[src/rtl/frc_pkg.sv]
package frc_pkg;
  localparam int unsigned CH_W   = 8;
  localparam int unsigned KEEP_W = 6;
  localparam int unsigned NCH    = 3;
  localparam int unsigned DROP_W = CH_W - KEEP_W;

  typedef logic [DROP_W-1:0] thr_t;
endpackage

[src/rtl/frc_pos.sv]
module frc_pos
  import frc_pkg::*;
(
  input  logic clk,
  input  logic rst_sn,
  input  logic pix_valid,
  input  logic line_start,
  input  logic frame_start,
  output thr_t thr
);
  logic row_q, row_d, col_q, col_d;
  thr_t fcnt_q, fcnt_d;
  logic row_eff, col_eff;
  thr_t fcnt_eff;

  // Position seen by the pixel in this cycle
  always_comb begin
    fcnt_eff = frame_start ? thr_t'(fcnt_q + thr_t'(1)) : fcnt_q;
    if (frame_start)     row_eff = 1'b0;
    else if (line_start) row_eff = ~row_q;
    else                 row_eff = row_q;
    col_eff = (line_start || frame_start) ? 1'b0 : col_q;
    thr     = thr_t'({row_eff, 1'b0}) + thr_t'(col_eff) + fcnt_eff;
  end

  // Next state
  always_comb begin
    row_d  = row_eff;
    fcnt_d = fcnt_eff;
    col_d  = pix_valid ? ~col_eff : col_eff;
  end

  always_ff @(posedge clk or negedge rst_sn) begin
    if (!rst_sn) begin
      row_q  <= 1'b0;
      col_q  <= 1'b0;
      fcnt_q <= '0;
    end else begin
      row_q  <= row_d;
      col_q  <= col_d;
      fcnt_q <= fcnt_d;
    end
  end

  AST_COL_RESTART: assert property (@(posedge clk) disable iff (!rst_sn)
    (pix_valid && (line_start || frame_start)) |=> col_q) else $error("col parity");
  AST_COL_HOLD: assert property (@(posedge clk) disable iff (!rst_sn)
    (!pix_valid && !line_start && !frame_start) |=> $stable(col_q)) else $error("col hold");
  AST_FRAME_STEP: assert property (@(posedge clk) disable iff (!rst_sn)
    frame_start |=> (fcnt_q == thr_t'($past(fcnt_q) + thr_t'(1)))) else $error("frame step");
endmodule

[src/rtl/frc_chan.sv]
module frc_chan
  import frc_pkg::*;
(
  input  logic            en,
  input  thr_t            thr,
  input  logic [CH_W-1:0] din,
  output logic [CH_W-1:0] dout
);
  localparam logic [KEEP_W-1:0] TOP_MAX = '1;

  logic [KEEP_W-1:0] top;
  logic [DROP_W-1:0] rem;
  logic              bump;

  always_comb begin
    top  = din[CH_W-1:DROP_W];
    rem  = din[DROP_W-1:0];
    bump = (rem > thr) && (top != TOP_MAX);
    if (en) dout = {top + KEEP_W'(bump), {DROP_W{1'b0}}};
    else    dout = din;
  end

  always_comb begin
    if (en === 1'b1 && top === TOP_MAX)
      AST_NO_OVERFLOW: assert (dout[CH_W-1:DROP_W] == TOP_MAX) else $error("wrap");
    if (en === 1'b1 && rem === '0)
      AST_ZERO_REM: assert (dout[CH_W-1:DROP_W] == top) else $error("bump on zero");
  end
endmodule

[src/rtl/frc_dither.sv]
module frc_dither
  import frc_pkg::*;
(
  input  logic                clk,
  input  logic                rst_n,
  input  logic                en,
  input  logic                pix_valid,
  input  logic                line_start,
  input  logic                frame_start,
  input  logic [NCH*CH_W-1:0] pix_i,
  output logic                pix_valid_o,
  output logic [NCH*CH_W-1:0] pix_o
);
  localparam int unsigned PIX_W = NCH * CH_W;

  logic [1:0]       rst_sync_q;
  logic             rst_sn;
  thr_t             thr;
  logic [PIX_W-1:0] dith;
  logic [PIX_W-1:0] pix_q, pix_d;
  logic             vld_q, vld_d;

  // Asynchronous assert, synchronous release
  always_ff @(posedge clk or negedge rst_n) begin
    if (!rst_n) rst_sync_q <= 2'b00;
    else        rst_sync_q <= {rst_sync_q[0], 1'b1};
  end
  assign rst_sn = rst_sync_q[1];

  frc_pos u_pos (
    .clk         (clk),
    .rst_sn      (rst_sn),
    .pix_valid   (pix_valid),
    .line_start  (line_start),
    .frame_start (frame_start),
    .thr         (thr)
  );

  for (genvar c = 0; c < NCH; c++) begin : g_ch
    frc_chan u_chan (
      .en   (en),
      .thr  (thr),
      .din  (pix_i[c*CH_W +: CH_W]),
      .dout (dith[c*CH_W +: CH_W])
    );
  end

  always_comb begin
    vld_d = pix_valid;
    pix_d = pix_valid ? dith : pix_q;
  end

  always_ff @(posedge clk or negedge rst_sn) begin
    if (!rst_sn) begin
      vld_q <= 1'b0;
      pix_q <= '0;
    end else begin
      vld_q <= vld_d;
      pix_q <= pix_d;
    end
  end

  assign pix_valid_o = vld_q;
  assign pix_o       = pix_q;

  AST_VALID_LAT: assert property (@(posedge clk) disable iff (!rst_sn)
    pix_valid |=> pix_valid_o) else $error("valid lat");
  AST_IDLE_LAT: assert property (@(posedge clk) disable iff (!rst_sn)
    !pix_valid |=> !pix_valid_o) else $error("idle lat");
  AST_BYPASS: assert property (@(posedge clk) disable iff (!rst_sn)
    (pix_valid && !en) |=> (pix_o == $past(pix_i))) else $error("bypass");
  AST_LOW_ZERO: assert property (@(posedge clk) disable iff (!rst_sn)
    (pix_valid && en) |=> (pix_o[1:0] == 2'b00 && pix_o[9:8] == 2'b00 && pix_o[17:16] == 2'b00))
    else $error("low bits");
endmodule

[config.mk]
export PLATFORM = sky130hd
export DESIGN_NAME = frc_dither
export DESIGN_NICKNAME = d
export VERILOG_FILES = /design/src/rtl/frc_pkg.sv /design/src/rtl/frc_pos.sv /design/src/rtl/frc_chan.sv /design/src/rtl/frc_dither.sv
export SDC_FILE = /design/constraint.sdc
export NUM_CORES = 1
export LEC_CHECK = 0
export BUFFER_PORTS_ARGS = -buffer_cell sky130_fd_sc_hd__buf_2
export CAP_MARGIN = 20
export CORE_ASPECT_RATIO = 1.75
export CORE_MARGIN = 4
export CORE_UTILIZATION = 54
export CTS_CLUSTER_DIAMETER = 80
export DETAILED_ROUTE_END_ITERATION = 16
export HOLD_SLACK_MARGIN = 0.05
export PLACE_DENSITY = 0.91
export SLEW_MARGIN = 20
export SYNTH_ARGS = -nofsm -noshare
export SYNTH_HDL_FRONTEND = slang
export SYNTH_SLANG_ARGS = --single-unit
[constraint.sdc]
create_clock -name clk -period 1.5 [get_ports clk]
set_input_delay 0.3 -clock clk [delete_from_list [all_inputs] [get_ports clk]]
set_output_delay 0.3 -clock clk [all_outputs]
set_load 0.02 [all_outputs]
Word-level counts from Yosys, hierarchy flattened
Index checks and enable logic that the tools add are counted. Widths: inputs -> output; s select.

Reductions and logical operators: 4. Bitwise operators: 2. $lt $le $gt $ge: 3. Eq/ne operators: 3. Add/subtract/negate cells: 6. Muxes and demuxes: 8.

Operator list (number): $mux 8 (3); $add 6x1->6 (3); $ne 6x6->1 const B (3); $gt 2x2->1 (3); $mux 1 (4); $logic_and 1x1->1 (3); $add 2x1->2 (1); $add 2x1->2 const B (1); $add 2x2->2 (1); $mux 2 (1); $not 1->1 (2); $logic_or 1x1->1 (1).

Bits in registers: 31. Logic and storage cells: 32.

Longest topological paths before layout
Depth after elaboration: 9. Mapped depth: 13. Mapped depth without buffers: 13.

By module
A second synthesis with hierarchy kept.

Cell total of the unflattened synthesis: 146. Area total of the unflattened synthesis: 1845.5 µm².

Modules (own cells, without submodules): frc_dither (instances 1, area an instance 1076.0 µm², seq. area each 675.6 µm², cells an instance 55); frc_chan (instances 3, area an instance 190.2 µm², seq. area each 0.0 µm², cells an instance 25); frc_pos (instances 1, area an instance 198.9 µm², seq. area each 100.1 µm², cells an instance 16).

Worst setup path before layout
Ideal clock, no wire load.

Kind: reg-to-reg. From: register u_pos.fcnt_q[0]. To: register pix_q[14] (netlist: pix_o[14]). Buffers on the path: 0. Path slack: -1.061 ns. Arrival: 2.435 ns. Cell stages (with the launch flop): 14. Setup time: 0.126 ns. Path through: dfrtp_1 xor2_1 ha_1 xor2_1 xnor2_1 ha_1 nor2b_1 a2bb2oi_1 o21a_1 ha_1 ha_1 nand4_1 xor2_1 a21oi_1.

Cells in the longest elaborated chain, start to end: 7.

RTL lines: from (decl) (RTL line frc_pos.sv:12) `thr_t fcnt_q, fcnt_d;`; from (signal assigned) (RTL line frc_pos.sv:41) `fcnt_q <= fcnt_d;`; $add 2x1->2 (RTL line frc_pos.sv:18) `fcnt_eff = frame_start ? thr_t'(fcnt_q + thr_t'(1)) : fcnt_q;`; $mux 2 * (RTL line frc_pos.sv:18); net u_pos.fcnt_d[0] (RTL line frc_pos.sv:12); $add 2x2->2 * (RTL line frc_pos.sv:23) `thr = thr_t'({row_eff, 1'b0}) + thr_t'(col_eff) + fcnt_eff;`; $gt 2x2->1 * (RTL line frc_chan.sv:18) `bump = (rem > thr) && (top != TOP_MAX);`; $logic_and 1x1->1 * (RTL line frc_chan.sv:18); $add 6x1->6 * (RTL line frc_chan.sv:19) `if (en) dout = {top + KEEP_W'(bump), {DROP_W{1'b0}}};`; $mux 8 * (RTL line frc_chan.sv:19); to (signal assigned) (RTL line frc_dither.sv:59) `pix_q <= pix_d;`; to (decl) (RTL line frc_dither.sv:20) `logic [PIX_W-1:0] pix_q, pix_d;`.

Mark *: on every way through the listed nets, which the timed path passes. The rest lies on a longest branch. A chain may end at the register's enable or synchronous reset.

Worst setup path after layout
From: register u_pos.fcnt_q[0]. To: register pix_q[15] (netlist: pix_o[15]).

The elaborated chain is that of the path after synthesis.

==> results.sh <==
export IMPL_status="complete, but fails checks"
export IMPL_failed_checks="setup timing"
export IMPL_netlist_area_leader_share=0.4704
export IMPL_area_delta_synth_final_pct=45.52
export IMPL_total_leakage_power_nw=1.139
export IMPL_period_needed_ns=2.743
export IMPL_nFillCells=185
export IMPL_timing_fmax_ghz=0.3646
export IMPL_path_class="reg -> reg"
export IMPL_setup_viol=18
export IMPL_fin_crit_sh=1.829
export IMPL_crit_start="u_pos.fcnt_q[0]"
export IMPL_powerDensity_mw_per_mm2=1468
export IMPL_ys_types=25
export IMPL_place_congestion=0.7432
export IMPL_path_clk_slew_ns=0.07
export IMPL_cts_max_level=2
export IMPL_crit_required_ns=1.71
export IMPL_yosys_area_share_xor_xnor=0.07967
export IMPL_tritoncts="built"
export IMPL_fp_dieH_microns=81.11
export IMPL_synth_area_top_cells="dfrtp_1 47%, ha_1 9.9%, xor2_1 6.4%"
export IMPL_placed_cells=272
export IMPL_timing_hold_violations_final=0
export IMPL_numCtsBuffers=5
export IMPL_synth_compound_area_frac=0.1093
export IMPL_synth_fa_ha_area_frac=0.09863
export IMPL_syn_num_nets=211
export IMPL_wl_microns=4223
export IMPL_grt_usage=0.2191
export IMPL_seq_area_frac_synth=0.4704
export IMPL_drcViolationCount=0
export IMPL_power_total_mw=3.522
export IMPL_antenna_found_initial=0
export IMPL_layout_nets=296
export IMPL_grt_max_degree=51
export IMPL_drive_gt1_frac=0.4488
export IMPL_insertion_delay_ns=0.29
export IMPL_via_per_inst=5.504
export IMPL_core_area_sq_mm=0.002928
export IMPL_grt_pass1_wl_microns=6548
export IMPL_clkSinkCount=31
export IMPL_dp_final_hpwl_microns=3006
export IMPL_cp_end_kind="flop"
export IMPL_worstPathArrival_ns=2.95
export IMPL_numPortBuffers=54
export IMPL_rows=26
export IMPL_worstReg2RegStart="u_pos.fcnt_q[0]"
export IMPL_drv_cap=0
export IMPL_hold_class="reg -> async"
export IMPL_io_pin_count=55
export IMPL_setup_slack_ns=-1.243
export IMPL_cts_root_buffer="clkbuf_8"
export IMPL_synth_avg_cell_area_sq_um=9.816
export IMPL_dr_first_iter_drc_count=30
export IMPL_synth_top_family_by_area="simple AND/OR/NAND/NOR gates"
export IMPL_yosys_area_top_type="dfrtp_1"
export IMPL_yosys_area_share_simple=0.1480
export IMPL_clk_path_buf_depth=2
export IMPL_muxShareOfSynthArea=0.04249
export IMPL_syn_area_sq_mm=0.001649
export IMPL_ir_worst_vdd_v=0.0009868
export IMPL_die_area_sq_mm=0.004037
export IMPL_netlist_instances=168
export IMPL_die_x_microns=49.78
export IMPL_overflow=0
export IMPL_wl_per_cell_microns=14.98
export IMPL_vias=1552
export IMPL_rsz0062_at_grt="true"
export IMPL_grt_pass1_vias=1507
export IMPL_finalNonFillerCells=282
export IMPL_postRouteAntennaNets=0
export IMPL_fin_skew_ns=0.006481
export IMPL_critical_path_startpoint_type="flop"
export IMPL_slew_viol_final=0
export IMPL_start_util=0.5632
export IMPL_ys_ff_latch=31
export IMPL_first_pass_iters=4
export IMPL_antennaDiodeCount=0
export IMPL_ys_warn_count=0
export IMPL_worst_path_max_fanout=3
-- kinds of logic after synthesis --
logic type	after synthesis
mux	7
fa+ha+maj	13
xor+xnor	15
buf+inv	19
compound gates	33
flops	31
other cells	1
simple gates	49
-- report_power, final --
group	internal, mW	switching, mW	total [mW]
combinational	0.904	0.895	1.80
clock	0.317	0.310	0.627
sequential	0.995	0.102	1.10
-- per-layer routing --
layer / global-route usage / vias to the layer above / wire length (microns)
li1: - / 747 / -
met1: 0.2076 / 743 / 1518
met2: 0.4297 / 52 / 2431
met3: 0.04404 / 10 / 168
met4: 0.1136 / 0 / 104
met5: 0 / - / 0
-- cell usage in the layout (no fill, tap or decap) --
cell type / count
a211oi_2: 2
a21oi_1: 15
a21oi_2: 2
a2bb2oi_2: 1
a31oi_1: 3
buf_12: 1
buf_2: 54
buf_4: 29
clkbuf_8: 5
clkinv_2: 3
conb_1: 1
dfrtp_1: 31
dlygate4sd3_1: 1
ha_1: 4
ha_2: 3
ha_4: 6
inv_1: 12
mux2i_1: 6
mux2i_2: 1
nand2_1: 4
nand2_2: 2
nand3_1: 3
nand3b_1: 6
nand4_1: 8
nor2_1: 21
nor2b_4: 1
nor3b_2: 1
o21a_1: 1
o21ai_0: 8
o21ai_1: 1
or3_1: 3
xnor2_1: 2
xnor2_2: 1
xor2_1: 10
xor2_2: 2
-- through the flow --
stage | utilization | hold slack (ns) | setup WS, ns | instance area, sq um | setup TNS [ns]
2_1_floorplan | - | 0.004409 | -1.010 | 1705 | -15.53
3_3_place_gp | 0.7530 | 0.08478 | -1.246 | 2205 | -19.55
3_5_place_dp | 0.7530 | 0.08606 | -1.375 | 2205 | -20.85
4_1_cts | 0.8056 | 0.2426 | -1.280 | 2359 | -19.67
5_1_grt | 0.8197 | 0.2707 | -1.424 | 2400 | -22.41
6_report | 0.8197 | 0.2492 | -1.243 | 2400 | -19.47
-- path summary, 6_finish.rpt --
check                               to  slack, ns  cells past startpoint
hold reg to reg              pix_o[21]       0.25                      1
setup reg to reg             pix_o[15]      -1.24                     12
max in group asynchronous     pix_o[8]       0.98                      1
hold / removal               pix_o[21]       0.25                      1
min in group clk           u_pos.row_q       0.27                      2
setup / recovery             pix_o[15]      -1.24                     12
-- cells in the mapped netlist, drive strengths merged --
cell / n
a2bb2oi: 1
nor3b: 1
or3: 3
nand3: 3
nor2b: 1
clkbuf: 2
xnor2: 3
o21a: 1
mux2i: 7
buf: 5
nand2: 6
conb: 1
nor2: 21
a21oi: 17
ha: 13
o21ai: 9
nand4: 8
nand3b: 6
inv: 12
a31oi: 3
dfrtp: 31
xor2: 12
a211oi: 2
-- cell type report --
cell class / instances / area [sq um] / area share
Clock inverter: 3 / 15.01 / 0.006257
Multi-Input combinational cell: 118 / 942.2 / 0.3926
Clock buffer: 5 / 68.82 / 0.02868
Timing Repair Buffer: 85 / 518.0 / 0.2159
Sequential cell: 31 / 775.7 / 0.3233
Inverter: 12 / 45.04 / 0.01877
Tap cell: 28 / 35.03 / 0.01460
-- state kept, by name, summed over array words and instances, names as in the netlist --
signal        cells
pix_o            24
pix_valid_o       1
rst_sync_q        2
u_pos.col_q       1
u_pos.fcnt_q      2
u_pos.row_q       1
-- critical path, cell delays in order (launching register included) --
cell	delay (ns)
dfrtp_1	0.41
xor2_2	0.17
ha_2	0.23
xor2_2	0.20
xnor2_2	0.14
ha_4	0.30
nor2b_4	0.13
a2bb2oi_2	0.14
o21a_1	0.17
ha_4	0.17
nand3_1	0.10
or3_1	0.32
a31oi_1	0.18
-- repair_timing --
item                                   CTS  global route
setup endpoints to repair               18            18
endpoints found under the hold margin    2             0
hold buffers                             1             0
pin swaps                               10             8
gates resized for setup                  6             9
setup buffers                            2             0
(Power assumes the default switching activity.)
